===== config.mk =====
export PLATFORM = sky130hd
export DESIGN_NAME = i2c_wait_engine
export DESIGN_NICKNAME = d
export VERILOG_FILES = /design/src/rtl/i2cw_pkg.sv /design/src/rtl/i2cw_line_sense.sv /design/src/rtl/i2cw_clkgen.sv /design/src/rtl/i2cw_byte_ctrl.sv /design/src/rtl/i2c_wait_engine.sv
export SDC_FILE = /design/constraint.sdc
export NUM_CORES = 1
export LEC_CHECK = 0
export ABC_AREA = 0
export BUFFER_PORTS_ARGS = -buffer_cell sky130_fd_sc_hd__buf_2
export CAP_MARGIN = 10
export CORE_UTILIZATION = 50
export DETAILED_ROUTE_END_ITERATION = 8
export PLACE_DENSITY_LB_ADDON = 0.05
export SETUP_SLACK_MARGIN = 0.5
export SLEW_MARGIN = 0
export SYNTH_ARGS = -nofsm -noshare
export SYNTH_HDL_FRONTEND = slang
export SYNTH_HIERARCHICAL = 1
export SYNTH_SLANG_ARGS = --single-unit

===== constraint.sdc =====
create_clock -name clk -period 4 [get_ports clk]
set_input_delay 0.2 -clock clk [delete_from_list [all_inputs] [get_ports clk]]
set_output_delay 0.2 -clock clk [all_outputs]
set_load 0.05 [all_outputs]

===== src/rtl/i2cw_pkg.sv =====
// Package i2cw_pkg
// Shared constants and types for the I2C byte engine with clock-stretch waits.
// Assumes one data byte of eight bits followed by a single acknowledge slot.
package i2cw_pkg;

    localparam int          BYTE_W        = 8;
    localparam int          CNT_W         = 4;
    // bit slot index: 0..7 are data bits (MSB first), 8 is the acknowledge slot
    localparam logic [3:0]  LAST_DATA_IDX = 4'd7;
    localparam logic [3:0]  ACK_IDX       = 4'd8;

    // phases of the master clock generator
    typedef enum logic [1:0] {
        GEN_LOW  = 2'd0,   // pulling SCL low for the low phase
        GEN_REL  = 2'd1,   // released, waiting for the line to read high
        GEN_HIGH = 2'd2    // line high, timing the high phase
    } gen_state_e;

endpackage


===== src/rtl/i2cw_line_sense.sv =====
// Module i2cw_line_sense
// Detects rising and falling transitions of the wired SCL line.
// Assumes scl_i is already synchronous to clk (bus synchronisers live outside
// this block) and that SCL is low when reset is released, as it is whenever a
// master engine is on the bus, so that no edge is reported at reset exit.
module i2cw_line_sense (
    input  logic clk,
    input  logic rst_n,
    input  logic scl_i,
    output logic scl_rise,
    output logic scl_fall
);

    logic scl_prev_q;

    // remember the line level of the previous cycle
    always_ff @(posedge clk) begin
        if (!rst_n) begin
            scl_prev_q <= 1'b0;
        end else begin
            scl_prev_q <= scl_i;
        end
    end

    // compare the current level with the previous one
    always_comb begin
        scl_rise = scl_i & ~scl_prev_q;
        scl_fall = ~scl_i & scl_prev_q;
    end

endmodule


===== src/rtl/i2cw_clkgen.sv =====
// Module i2cw_clkgen
// Fixed-rate master SCL generator that honours clock stretching.
// The low phase is timed from the moment the generator pulls SCL low. The high
// phase starts only once the released line reads high, so a partner holding
// SCL low stalls the generator. While enable is low the generator is parked
// at the start of a low phase. Assumes HALF_DIV >= 2, so partners see each
// falling edge before the low phase ends.
module i2cw_clkgen
    import i2cw_pkg::*;
#(
    parameter int HALF_DIV = 4
) (
    input  logic clk,
    input  logic rst_n,
    input  logic enable,
    input  logic scl_i,
    output logic pull_low
);

    localparam int PW = $clog2(HALF_DIV + 1);
    localparam logic [PW-1:0] PHASE_LAST = PW'(HALF_DIV - 1);

    gen_state_e    state_q;
    logic [PW-1:0] phase_q;

    // step through low, release and high phases
    always_ff @(posedge clk) begin
        if (!rst_n || !enable) begin
            state_q <= GEN_LOW;
            phase_q <= '0;
        end else begin
            case (state_q)
                GEN_LOW: begin
                    if (phase_q == PHASE_LAST) begin
                        state_q <= GEN_REL;
                        phase_q <= '0;
                    end else begin
                        phase_q <= phase_q + 1'b1;
                    end
                end
                GEN_REL: begin
                    if (scl_i) begin
                        state_q <= GEN_HIGH;
                        phase_q <= '0;
                    end
                end
                GEN_HIGH: begin
                    if (phase_q == PHASE_LAST) begin
                        state_q <= GEN_LOW;
                        phase_q <= '0;
                    end else begin
                        phase_q <= phase_q + 1'b1;
                    end
                end
                default: begin
                    state_q <= GEN_LOW;
                    phase_q <= '0;
                end
            endcase
        end
    end

    // drive the line only in the low phase
    always_comb begin
        pull_low = enable && (state_q == GEN_LOW);
    end

endmodule


===== src/rtl/i2cw_byte_ctrl.sv =====
// Module i2cw_byte_ctrl
// Bit-slot counter, transmit shifter, receive capture and wait control.
// It counts falling SCL edges per byte (slots 0..7 data, slot 8 acknowledge)
// and enters a wait after the eighth or the ninth falling edge, as chosen by
// cfg_wait9. A byte write or a release pulse ends the wait. A byte written
// during a wait at a byte boundary loads the shifter at once; otherwise it
// waits in the holding register until the acknowledge slot ends.
// Assumes configuration inputs change only while reset is asserted.
module i2cw_byte_ctrl
    import i2cw_pkg::*;
(
    input  logic              clk,
    input  logic              rst_n,
    input  logic              cfg_master,
    input  logic              cfg_tx,
    input  logic              cfg_ack_en,
    input  logic              cfg_wait9,
    input  logic              scl_rise,
    input  logic              scl_fall,
    input  logic              sda_i,
    input  logic              dat_we,
    input  logic [BYTE_W-1:0] dat_wdata,
    input  logic              wrel,
    output logic              hold,
    output logic              wait_irq,
    output logic              sda_pull,
    output logic [BYTE_W-1:0] rx_data,
    output logic              ack_in
);

    logic [CNT_W-1:0]  slot_q;
    logic [BYTE_W-1:0] shift_q;
    logic [BYTE_W-1:0] txbuf_q;
    logic [BYTE_W-1:0] rxsh_q;
    logic [BYTE_W-1:0] rx_data_q;
    logic              hold_q;
    logic              irq_q;
    logic              ack_q;
    logic              release_req;
    logic              wait_at_eight;
    logic              wait_at_nine;

    // decode the wait release and wait entry conditions
    always_comb begin
        release_req   = hold_q && (dat_we || wrel);
        wait_at_eight = scl_fall && (slot_q == LAST_DATA_IDX) && !cfg_wait9;
        wait_at_nine  = scl_fall && (slot_q == ACK_IDX) && cfg_wait9;
    end

    // advance bit slots, shift transmit data and manage the wait
    always_ff @(posedge clk) begin
        if (!rst_n) begin
            slot_q  <= '0;
            shift_q <= '1;
            txbuf_q <= '1;
            hold_q  <= cfg_master;
            irq_q   <= 1'b0;
        end else begin
            irq_q <= wait_at_eight || wait_at_nine;
            if (dat_we) begin
                txbuf_q <= dat_wdata;
            end
            if (scl_fall) begin
                if (slot_q == ACK_IDX) begin
                    slot_q  <= '0;
                    shift_q <= dat_we ? dat_wdata : txbuf_q;
                end else begin
                    slot_q  <= slot_q + 1'b1;
                    shift_q <= {shift_q[BYTE_W-2:0], 1'b1};
                end
                if (wait_at_eight || wait_at_nine) begin
                    hold_q <= 1'b1;
                end
            end else if (release_req) begin
                hold_q <= 1'b0;
                if (dat_we && (slot_q == '0)) begin
                    shift_q <= dat_wdata;
                end
            end
        end
    end

    // capture received data bits and the acknowledge on rising SCL
    always_ff @(posedge clk) begin
        if (!rst_n) begin
            rxsh_q    <= '0;
            rx_data_q <= '0;
            ack_q     <= 1'b0;
        end else if (scl_rise) begin
            if (slot_q < ACK_IDX) begin
                rxsh_q <= {rxsh_q[BYTE_W-2:0], sda_i};
                if (slot_q == LAST_DATA_IDX) begin
                    rx_data_q <= {rxsh_q[BYTE_W-2:0], sda_i};
                end
            end else begin
                ack_q <= ~sda_i;
            end
        end
    end

    // SDA drive: data bit while in data slots, acknowledge from the receiver
    always_comb begin
        if (slot_q < ACK_IDX) begin
            sda_pull = ~shift_q[BYTE_W-1];
        end else begin
            sda_pull = ~cfg_tx & cfg_ack_en;
        end
    end

    assign hold     = hold_q;
    assign wait_irq = irq_q;
    assign rx_data  = rx_data_q;
    assign ack_in   = ack_q;

endmodule


===== src/rtl/i2c_wait_engine.sv =====
// Module i2c_wait_engine
// Top of the I2C byte engine with selectable clock-stretch wait point.
// Combines SCL edge sensing, the byte controller and, in master mode, the
// fixed-rate clock generator. SCL is pulled low by the wait hold or by the
// generator's low phase. Both lines are open-drain pull-low enables; the
// wired levels come back on scl_i and sda_i.
module i2c_wait_engine
    import i2cw_pkg::*;
#(
    parameter int HALF_DIV = 4
) (
    input  logic              clk,
    input  logic              rst_n,
    input  logic              cfg_master,
    input  logic              cfg_tx,
    input  logic              cfg_ack_en,
    input  logic              cfg_wait9,
    input  logic              dat_we,
    input  logic [BYTE_W-1:0] dat_wdata,
    input  logic              wrel,
    input  logic              scl_i,
    input  logic              sda_i,
    output logic              scl_oe,
    output logic              sda_oe,
    output logic [BYTE_W-1:0] rx_data,
    output logic              ack_in,
    output logic              hold,
    output logic              wait_irq
);

    logic scl_rise;
    logic scl_fall;
    logic gen_pull;
    logic gen_enable;
    logic sda_pull;

    i2cw_line_sense u_sense (
        .clk      (clk),
        .rst_n    (rst_n),
        .scl_i    (scl_i),
        .scl_rise (scl_rise),
        .scl_fall (scl_fall)
    );

    i2cw_byte_ctrl u_byte (
        .clk        (clk),
        .rst_n      (rst_n),
        .cfg_master (cfg_master),
        .cfg_tx     (cfg_tx),
        .cfg_ack_en (cfg_ack_en),
        .cfg_wait9  (cfg_wait9),
        .scl_rise   (scl_rise),
        .scl_fall   (scl_fall),
        .sda_i      (sda_i),
        .dat_we     (dat_we),
        .dat_wdata  (dat_wdata),
        .wrel       (wrel),
        .hold       (hold),
        .wait_irq   (wait_irq),
        .sda_pull   (sda_pull),
        .rx_data    (rx_data),
        .ack_in     (ack_in)
    );

    // the generator runs only for a master that is not in a wait
    assign gen_enable = cfg_master & ~hold;

    i2cw_clkgen #(
        .HALF_DIV (HALF_DIV)
    ) u_clkgen (
        .clk      (clk),
        .rst_n    (rst_n),
        .enable   (gen_enable),
        .scl_i    (scl_i),
        .pull_low (gen_pull)
    );

    // combine the wait hold with the generator low phase
    always_comb begin
        scl_oe = hold | gen_pull;
        sda_oe = sda_pull;
    end

endmodule


==> results of run 1 <==
==> cells in the final DEF, fill, tap and decap left out, drive strengths merged <==
| cell type | n |
|---|---|
| nand2 | 58 |
| dfxtp | 43 |
| buf | 31 |
| a21oi | 21 |
| nor2 | 9 |
| nor3 | 9 |
| o211ai | 8 |
| mux2i | 8 |
| a41oi | 7 |
| clkbuf | 6 |
| inv | 5 |
| nor2b | 5 |
| o21ai | 5 |
| nand3 | 4 |
| ha | 3 |
| and2 | 2 |
| nand4 | 2 |
| or2 | 2 |
| and2b | 1 |
| bufinv | 1 |
| clkinv | 1 |
| and3b | 1 |
| a32o | 1 |
| mux2 | 1 |
| o22ai | 1 |
| nand2b | 1 |
| and3 | 1 |
| nand4b | 1 |
| o221ai | 1 |
| nor4 | 1 |
| a21boi | 1 |
| a311oi | 1 |
| edfxtp | 1 |
| nor3b | 1 |
| o31ai | 1 |
| or2b | 1 |
| a211oi | 1 |
| o2111a | 1 |
==> final timing paths <==
path / to / slack (ns) / cells past startpoint
max: u_byte/hold / 2.09 / 6
min: u_byte/ack_in / 0.13 / 2
max reg2reg: u_byte/hold / 2.09 / 6
min reg2reg: u_byte/rx_data[4] / 0.45 / 2
==> worst reg2reg max path, stage by stage, from the launching register on <==
cell and delay [ns]:
dfxtp_1 0.36, inv_1 0.09, ha_1 0.19, and3b_1 0.61, a32o_1 0.21, nand2_1 0.07
nand3_1 0.10
==> cell type report <==
class	instances	area (sq um)
well taps	48	60.1
multi-input cells	160	928
flip-flops and latches	44	891
inverters	5	18.8
fillers	337	1500
clock inverters	2	35.0
repair buffers	31	158
clock buffers	6	72.6
==> power by group through the flow <==
stage          combinational, mW  clock [mW]  sequential [mW]
2_1_floorplan             0.0566           0            0.474
6_report                  0.0822       0.333            0.463
3_5_place_dp              0.0819           0            0.474
5_1_grt                   0.0914       0.355            0.465
4_1_cts                   0.0825       0.339            0.463
3_3_place_gp              0.0792           0            0.473
==> stage by stage <==
step	cell area (sq um)	std cells
floorplan	1920	222
global placement	2060	288
detailed placement	2060	288
CTS	2160	296
global route	2160	296
finish	2160	296
==> logic make-up after synthesis <==
| group | after synthesis | synth area share (%) |
|---|---|---|
| multiplexers | 9 | 4.76 |
| adder cells (fa/ha/maj) | 3 | 1.96 |
| AND/OR/NAND/NOR | 99 | 24.3 |
| buffers and inverters | 18 | 5.21 |
| flip-flops | 44 | 46.4 |
| AO/OA/AOI/OAI | 49 | 17.3 |
==> flip-flops by register name (all words and copies together), names as in the netlist, 2 cells and up <==
signal / cells
u_clkgen/phase_q: 3
u_byte/shift_q: 8
u_byte/txbuf_q: 8
u_byte/slot_q: 4
u_clkgen/state_q: 2
u_byte/rxsh_q: 7
u_byte/rx_data: 8
==> per-layer routing <==
metal  global-route usage, %  up-vias
li1                        -      830
met1                    25.3      788
met2                    35.5       26
met3                    5.54        4
met4                    11.9        0
met5                       0        -
==> metrics.cfg, run 1 <==
[cts]
cts.clk_slew.worst_paths_ns=0.08
postCtsSetupRepairBufs=0
cts_buffers=5
cts_resized=0
clock_path_buffers=2
clockRootBuffer=clkbuf_8
clk_latency_ns=0.30
htreeDepth=2
hold_buffers=0
cts_tree=built
cts_sinks=44

[synth]
synth_common_cells=nand2_1 (58), dfxtp_1 (43), a21oi_1 (21), nor2_1 (9), nor3_1 (9)
synth_edf_count=1
postSynthAreaPerCell_sq_um=8.65
ys_seq_elements=44
syn_nets=243
syn-cell-area_sq_um=1920
synth.distinct_cells=44
yosysSeqAreaShare_pct=46.4
async_reset_ff_share_pct=0
post-synth-top-count-cell=nand2_1
syn-instance-count=222
yosys.area.top_type_share_pct=44.9
synth.area.top_cells=dfxtp_1 (45%), nand2_1 (11%), a21oi_1 (5.5%), mux2i_1 (4.2%), a41oi_1 (3.2%)
yosys_warnings=6
synth_ff_type=dfxtp_1
yosys.area.top_type=dfxtp_1

[pwr]
ir_drop_uv=250
switching_power_mw=0.209
comb_power_share_pct=9.4
p_leak_nw=0.847
power_frac_seq_pct=52.8
internal_power_mw=0.669
clkPwrFrac_pct=37.9
power_mw=0.878
power_density_nw_per_um2=406
switching_share_pct=23.9

[global_routing]
grt_overflow=0
grt_pass1_wl_um=6770
grt_pass1_vias=1553
grt_max_degree=29
grt.total_usage_pct=21.5
antenna_found_initial=0

[sta]
min_period_over_period_pct=47.7
holdWs_ns=0.134
tightest_slew_ns=0.679
slew_headroom_pct=54.7
clock.fmax_mhz=524
final_max_slew_viol_count=0
post-route-min-period_ns=1.91
hold_viol=0
tns_ns=0
grt_setup_unrepaired=no
fin_ws_ns=2.09
final.setup_skew_ns=0.00648
finalSetupViolCount=0

[critical_path]
path_buf_inv=1
timing.setup.critical_path_class=reg -> reg
r2r-start=u_byte/slot_q[0]
crit_path_start=u_byte/slot_q[0]
slowest_delay_ns=0.61
start_kind=flip-flop
path_max_fanout=19
path_delay_family=simple AND/OR/NAND/NOR gates
slowest_stage=and3b_1
worstSetupEndpointType=flip-flop
worstPathArrival_ns=1.93
cp_data_required_time_ns=4.02
worstPathCellList=inv_1 > ha_1 > and3b_1 > a32o_1 > nand2_1 > nand3_1

[final_layout]
diodes=0
nets=268
synthToLayoutAreaGrowth_pct=12.7
finish.utilization_pct=59.1
drive_gt1_share_pct=19.0

[drt]
drt-vias-per-instance=5.57
top_layer=met4
met2_length_um=1910
drt_iter0_drc=83
drc_errors=0
met1Wirelength_um=1890
vias=1648
ant_nets=0
dr.pass1.iters=4
drt_wl_total_um=3980
route.met3.wl_um=117
routedWlPerCell_um=13.4

[floorplanning]
start_util_pct=52.4
rows=22
die_w_um=64.0
io_pins=31
design.core.area_sq_um=3660
die_h_um=64.0
die_area_sq_um=4090

[place]
io_buffers=30
place.gp.congestion=0.810
preCtsSetupSlack_ns=2.09
dpl.hpwl_um=2760

[hold_path]
hp-start=sda_i
hold_path_class=in -> reg

[status]
status=completed

[job]
max_cap_violations=0

Note: power is estimated with default switching activity, not from simulation.
==> run 2: changes to the inputs <==
ABC_AREA = 1   (was 0)
clock period = 1.9 ns   (was 4 ns; I/O delays follow)
==> metrics.cfg, run 2 <==
[critical_path]
cp_data_required_time_ns=1.80  ; was 4.02 ns
crit_path_start=u_byte/hold  ; was u_byte/slot_q[0]
r2r-end=u_byte/shift_q[7]  ; was u_byte/hold
worstSetupEndpointType=primary output  ; was flip-flop
rrSetupSlack_ns=0.59  ; was 2.09 ns
r2r_cells=9  ; was 6
timing.setup.critical_path_class=reg -> out  ; was reg -> reg
crit_end=scl_oe  ; was u_byte/hold
path_max_fanout=5  ; was 19
start_kind=flip-flop  ; unchanged
r2r-start=u_byte/slot_q[1]  ; was u_byte/slot_q[0]
worstPathArrival_ns=1.31  ; was 1.93 ns

[pwr]
power_frac_seq_pct=49.5  ; was 52.8%
switching_share_pct=26.7  ; was 23.9%
p_leak_nw=1.37  ; was 0.847 nW
comb_power_share_pct=14.1  ; was 9.4%
switching_power_mw=0.536  ; was 0.209 mW
clkPwrFrac_pct=36.3  ; was 37.9%
ir_drop_uv=456  ; was 250 uV
power_density_nw_per_um2=793  ; was 406 nW/um^2
internal_power_mw=1.47  ; was 0.669 mW

[floorplanning]
design.core.area_sq_um=4060  ; was 3660 sq um
die_w_um=67.2  ; was 64.0 um
die_h_um=67.2  ; was 64.0 um
io_pins=31  ; unchanged
die_area_sq_um=4520  ; was 4090 sq um
start_util_pct=52.5  ; was 52.4%
rows=23  ; was 22

[synth]
yosys.area.top_type_share_pct=40.4  ; was 44.9%
post-synth-top-count-cell=nand2_1  ; unchanged
yosys_warnings=6  ; unchanged
synth_edf_count=1  ; unchanged
synth.area.top_cells=dfxtp_1 (40%), nand2_1 (19%), inv_1 (8.8%), nand3_1 (5.6%), nor2_1 (4.4%)  ; was dfxtp_1 (45%), nand2_1 (11%), a21oi_1 (5.5%), mux2i_1 (4.2%), a41oi_1 (3.2%)
async_reset_ff_share_pct=0  ; unchanged
yosys.area.top_type=dfxtp_1  ; unchanged
synth.distinct_cells=33  ; was 44
syn_nets=332  ; was 243
ys_seq_elements=44  ; unchanged
syn-cell-area_sq_um=2130  ; was 1920 sq um
synth_common_cells=nand2_1 (105), inv_1 (50), dfxtp_1 (43), nor2_1 (25), nand3_1 (24)  ; was nand2_1 (58), dfxtp_1 (43), a21oi_1 (21), nor2_1 (9), nor3_1 (9)
syn-instance-count=311  ; was 222
postSynthAreaPerCell_sq_um=6.84  ; was 8.65 sq um
yosysSeqAreaShare_pct=41.9  ; was 46.4%
synth_ff_type=dfxtp_1  ; unchanged

[sta]
grt_setup_unrepaired=yes  ; was no
hold_viol=0  ; unchanged
final_max_slew_viol_count=0  ; unchanged
tns_ns=0  ; unchanged
min_period_over_period_pct=73.9
final.setup_skew_ns=0.00920  ; was 0.00648 ns
clock.fmax_mhz=712
slew_headroom_pct=76.3  ; was 54.7%
post-route-min-period_ns=1.41
finalSetupViolCount=0  ; unchanged
tightest_slew_ns=0.356  ; was 0.679 ns
holdWs_ns=0.0195  ; was 0.134 ns

[global_routing]
grt_pass1_wl_um=7290  ; was 6770 um
grt_overflow=0  ; unchanged
grt.total_usage_pct=21.8  ; was 21.5%
antenna_found_initial=0  ; unchanged
grt_pass1_vias=1626  ; was 1553
grt_max_degree=30  ; was 29

[drt]
drc_errors=0  ; unchanged
vias=1921  ; was 1648
ant_nets=0  ; unchanged
drt_iter0_drc=141  ; was 83
drt-vias-per-instance=4.81  ; was 5.57
drt_wl_total_um=4480  ; was 3980 um
routedWlPerCell_um=11.2  ; was 13.4 um
dr.pass1.iters=4  ; unchanged

[final_layout]
drive_gt1_share_pct=21.2  ; was 19.0%
diodes=0  ; unchanged
synthToLayoutAreaGrowth_pct=19.0  ; was 12.7%
nets=369  ; was 268
final_common_cell=nand2_1  ; unchanged
layout_common_cells=nand2_1 (104), inv_1 (46), dfxtp_1 (40), buf_2 (29), nand3_1 (24)  ; was nand2_1 (58), dfxtp_1 (43), buf_2 (30), a21oi_1 (21)

[place]
place.gp.congestion=0.783  ; was 0.810
io_buffers=30  ; unchanged
dpl.hpwl_um=2950  ; was 2760 um

[cts]
cts_sinks=44  ; unchanged
cts.clk_slew.worst_paths_ns=0.08  ; about the same
hold_buffers=0  ; unchanged
clk_latency_ns=0.30  ; about the same
cts_buffers=5  ; unchanged
cts_tree=built  ; unchanged
htreeDepth=2  ; unchanged
clockRootBuffer=clkbuf_8  ; unchanged
clock_path_buffers=2  ; unchanged

[status]
status=completed  ; unchanged

[job]
max_cap_violations=0  ; unchanged

[hold_path]
hold_path_class=in -> reg  ; unchanged
whs_path_depth=2  ; unchanged
hp-start=sda_i  ; unchanged

[run 2: cell count changes after synthesis, sizes merged, moves of 7 or more]
| cell | before | now |
|---|---|---|
| nand2 | 58 | 107 |
| inv | 5 | 53 |
| nand3 | 4 | 27 |
| nor2 | 9 | 30 |
| mux2i | 8 | 0 |
| a41oi | 7 | 0 |
| nor3 | 9 | 2 |
| o211ai | 8 | 1 |
| o21ai | 5 | 12 |
[run 2: cell type report]
type	count	area, sq um
Tap cell	50	62.6
Clock inverter	3	47.5
Inverter	53	201
Clock buffer	5	68.8
Fill cell	375	1530
Multi-Input combinational cell	207	1040
Timing Repair Buffer	37	213
Sequential cell	44	895
[run 2: timing repair]
action                                  in CTS  in global routing
hold endpoints to repair                     0                  0
endpoints found under the setup margin       2                 18
setup buffers                                1                  2
resized for setup                            6                 12
pin swaps                                    1                  4
gates cloned                                 0                  2
[run 2: kinds of logic (layout without fill, tap and decap cells)]
kind of cell,Yosys count,after routing,share of synthesized area (%)
AO/OA/AOI/OAI,32,32,8.17
XOR/XNOR,1,1,0.412
adder cells (fa/ha/maj),3,3,1.76
buffers and inverters,62,98,11.8
flip-flops,44,44,41.9
AND/OR/NAND/NOR,169,171,36.0
[run 2: how the worst min path moves through the flow]
| stage | slack [ns] | to |
|---|---|---|
| 6_report | 0.02 | u_byte/ack_in |
| 5_1_grt | 0.002 | u_byte/ack_in |
| 4_1_cts | 0.01 | u_byte/ack_in |
| 3_5_place_dp | 0.33 | u_byte/ack_in |
| 3_3_place_gp | 0.32 | u_byte/ack_in |
| 2_1_floorplan | 0.19 | u_sense/scl_prev_q |
[run 2: worst max-delay path, cell delays in order (launching register included)]
cell,delay (ns)
edfxtp_1,0.45
buf_4,0.16
buf_4,0.16
inv_2,0.05
nand2_2,0.05
buf_8,0.14
[run 2: layer usage]
| layer | vias up | GRT usage [%] | wire (um) |
|---|---|---|---|
| li1 | 1029 | - | - |
| met1 | 840 | 30.0 | 2280 |
| met5 | - | 0 | 0 |
| met3 | 6 | 5.57 | 181 |
| met4 | 0 | 8.78 | 74 |
| met2 | 46 | 32.4 | 1950 |
[run 2: power by group through the flow]
stage | logic [mW] | clock network (mW) | registers (mW)
after floorplan | 0.184 | 0 | 1.02
after CTS | 0.267 | 0.745 | 0.993
final | 0.284 | 0.730 | 0.994
after global placement | 0.250 | 0 | 1.02
after global routing | 0.323 | 0.792 | 1.00
after detailed placement | 0.252 | 0 | 1.02
[run 2: stage by stage]
step	instances	power [mW]	util (%)	worst slack, ns	area (sq um)
final	399	2.01	62.4	0.495	2530
after global routing	399	2.12	62.4	0.440	2530
after CTS	395	2.00	60.9	0.488	2470
after detailed placement	386	1.27	57.3	0.410	2320
after global placement	386	1.27	57.3	0.490	2320
after floorplan	311	1.20	-	0.507	2130
==> run 3: changes to the inputs <==
clock period = 1.38 ns   (was 1.9 ns; I/O delays follow)
==> metrics.cfg, run 3 (same netlist as run 2, synthesis figures left out) <==
[critical_path]
r2r-end=u_byte/shift_q[4]  ; was u_byte/shift_q[7]
worstPathArrival_ns=1.33  ; was 1.31 ns
worstPathCellList=nor2_2 > nor3b_2 > inv_1 > nand2_4 > buf_8  ; was buf_4 > buf_4 > inv_2 > nand2_2 > buf_8
r2r-start=u_byte/slot_q[0]  ; was u_byte/slot_q[1]
start_kind=flip-flop  ; unchanged
r2r_cells=9  ; unchanged
cp_data_required_time_ns=1.31  ; was 1.80 ns
crit_path_start=u_byte/hold  ; unchanged
slowest_delay_ns=0.45  ; about the same
path_delay_family=flip-flops  ; was buffers and inverters
path_max_fanout=2  ; was 5
timing.setup.critical_path_class=reg -> out  ; unchanged
rrSetupSlack_ns=0.05  ; was 0.59 ns
worstSetupEndpointType=primary output  ; unchanged
path_buf_inv=2  ; was 4
slowest_stage=edfxtp_1  ; unchanged

[sta]
tns_ns=-0.0212  ; was 0 ns
fin_ws_ns=-0.0212  ; was 0.495 ns
finalSetupViolCount=1  ; was 0
min_period_over_period_pct=102
slew_headroom_pct=67.4  ; was 76.3%
grt_setup_unrepaired=yes  ; unchanged
final_max_slew_viol_count=0  ; unchanged
post-route-min-period_ns=1.40
tightest_slew_ns=0.488  ; was 0.356 ns
hold_viol=0  ; unchanged
final.setup_skew_ns=0.00748  ; was 0.00920 ns
clock.fmax_mhz=714

[drt]
drt_wl_total_um=5770  ; was 4480 um
ant_nets=0  ; unchanged
vias=2154  ; was 1921
drt_iter0_drc=102  ; was 141
routedWlPerCell_um=13.8  ; was 11.2 um
dr.pass1.iters=4  ; unchanged
drt-vias-per-instance=5.14  ; was 4.81
drc_errors=0  ; unchanged

[status]
failed_checks=setup timing
status=complete, but fails checks  ; was completed

[pwr]
power_frac_seq_pct=46.6  ; was 49.5%
switching_power_mw=0.842  ; was 0.536 mW
p_leak_nw=1.62  ; was 1.37 nW
power_mw=2.96  ; was 2.01 mW
internal_power_mw=2.12  ; was 1.47 mW
power_density_nw_per_um2=896  ; was 793 nW/um^2
clkPwrFrac_pct=34.6  ; was 36.3%
comb_power_share_pct=18.9  ; was 14.1%
ir_drop_uv=628  ; was 456 uV
switching_share_pct=28.5  ; was 26.7%

[cts]
cts_tree=built  ; unchanged
clockRootBuffer=clkbuf_8  ; unchanged
htreeDepth=2  ; unchanged
clock_path_buffers=2  ; unchanged
cts_buffers=5  ; unchanged
cts_sinks=44  ; unchanged
clk_latency_ns=0.30  ; about the same
cts.clk_slew.worst_paths_ns=0.09  ; was 0.08 ns

[floorplanning]
die_area_sq_um=4520  ; unchanged
io_pins=31  ; unchanged
die_w_um=67.2  ; unchanged
rows=23  ; unchanged
design.core.area_sq_um=4060  ; unchanged
start_util_pct=52.5  ; unchanged
die_h_um=67.2  ; unchanged

[final_layout]
diodes=0  ; unchanged
layout_common_cells=nand2_1 (92), inv_1 (42), dfxtp_1 (28), buf_2 (17), nand3_1 (15)  ; was nand2_1 (104), inv_1 (46), dfxtp_1 (40), buf_2 (29), nand3_1 (24)
nets=389  ; was 369
final_common_cell=nand2_1  ; unchanged
synthToLayoutAreaGrowth_pct=55.2  ; was 19.0%
fillCellCount=255  ; was 375
drive_gt1_share_pct=44.2  ; was 21.2%

[global_routing]
grt_overflow=0  ; unchanged
grt_pass1_wl_um=8430  ; was 7290 um
grt_max_degree=30  ; unchanged
grt.total_usage_pct=25.1  ; was 21.8%
grt_pass1_vias=1908  ; was 1626
antenna_found_initial=0  ; unchanged

[hold_path]
whs_endpoint=u_sense/scl_prev_q  ; was u_byte/ack_in
hold_path_class=in -> reg  ; unchanged
whs_path_depth=3  ; was 2
hp-start=scl_i  ; was sda_i

[place]
dpl.hpwl_um=3070  ; was 2950 um
place.gp.congestion=0.799  ; was 0.783
preCtsSetupSlack_ns=0.0625  ; was 0.410 ns
io_buffers=30  ; unchanged

[job]
max_cap_violations=0  ; unchanged

==> run 3: cell types whose count changed in the layout (fill, tap and decap cells not counted), moves of 11 or more <==
| cell | change |
|---|---|
| a21oi_1 | -13 |
| a21oi_2 | +12 |
| buf_2 | -12 |
| buf_6 | +12 |
| buf_8 | +11 |
| dfxtp_1 | -12 |
| nand2_1 | -12 |
| nor2_1 | -11 |
==> run 3: worst max path at each step <==
stage / end / slack [ns] / depth (start not counted)
2_1_floorplan: scl_oe / 0.11 / 4
3_3_place_gp: u_byte/shift_q[0] / 0.08 / 8
3_5_place_dp: u_byte/shift_q[7] / 0.06 / 9
4_1_cts: scl_oe / -0.03 / 5
5_1_grt: scl_oe / -0.09 / 5
6_report: scl_oe / -0.02 / 5
==> run 3: cell type report <==
cell class / instances / area (sq um) / area share [%]
Multi-Input combinational cell: 206 / 1350 / 41.0
Sequential cell: 44 / 922 / 27.9
Timing Repair Buffer: 58 / 626 / 18.9
Inverter: 53 / 224 / 6.78
Clock buffer: 5 / 68.8 / 2.08
Tap cell: 50 / 62.6 / 1.89
Clock inverter: 3 / 46.3 / 1.40
==> run 3: stage by stage <==
stage	cell area (sq um)	hold slack, ns	util [%]	cells
after global routing	3300	0.0329	81.4	419
after detailed placement	2450	0.285	60.5	389
final	3300	0.0325	81.4	419
after CTS	3040	0.0205	74.8	413
after floorplan	2250	0.162	-	311
after global placement	2450	0.287	60.5	389
==> run 3: power by group through the flow <==
| stage | sequential [mW] | combinational (mW) | clock [mW] |
|---|---|---|---|
| 2_1_floorplan | 1.41 | 0.280 | 0 |
| 3_3_place_gp | 1.40 | 0.385 | 0 |
| 3_5_place_dp | 1.40 | 0.388 | 0 |
| 4_1_cts | 1.37 | 0.493 | 1.05 |
| 5_1_grt | 1.38 | 0.609 | 1.09 |
| 6_report | 1.38 | 0.558 | 1.02 |
==> run 3: what timing repair did <==
item | 4_1_cts | 5_1_grt
endpoints found under the hold margin | 1 | 0
pin swaps | 22 | 13
buffers inserted | 12 | 6
hold buffers | 1 | 0
resized for setup | 91 | 55
endpoints found under the setup margin | 49 | 49
cloned | 3 | 0
==> run 3: layer usage <==
| metal | vias to the layer above | GRT usage (%) | share of wire, % |
|---|---|---|---|
| met5 | - | 0 | 0 |
| met4 | 0 | 7.45 | 1.9 |
| met3 | 13 | 5.74 | 4.6 |
| met2 | 62 | 41.5 | 49 |
| met1 | 1008 | 32.3 | 45 |
| li1 | 1071 | - | - |
==> run 3: worst reg2reg max path: cells and delay by family, from the launching register on <==
kind                     cells  cell delay [ns]
flip-flops                   1             0.37
adder cells (fa/ha/maj)      1             0.16
buffers and inverters        3             0.19
AND/OR/NAND/NOR              5             0.53
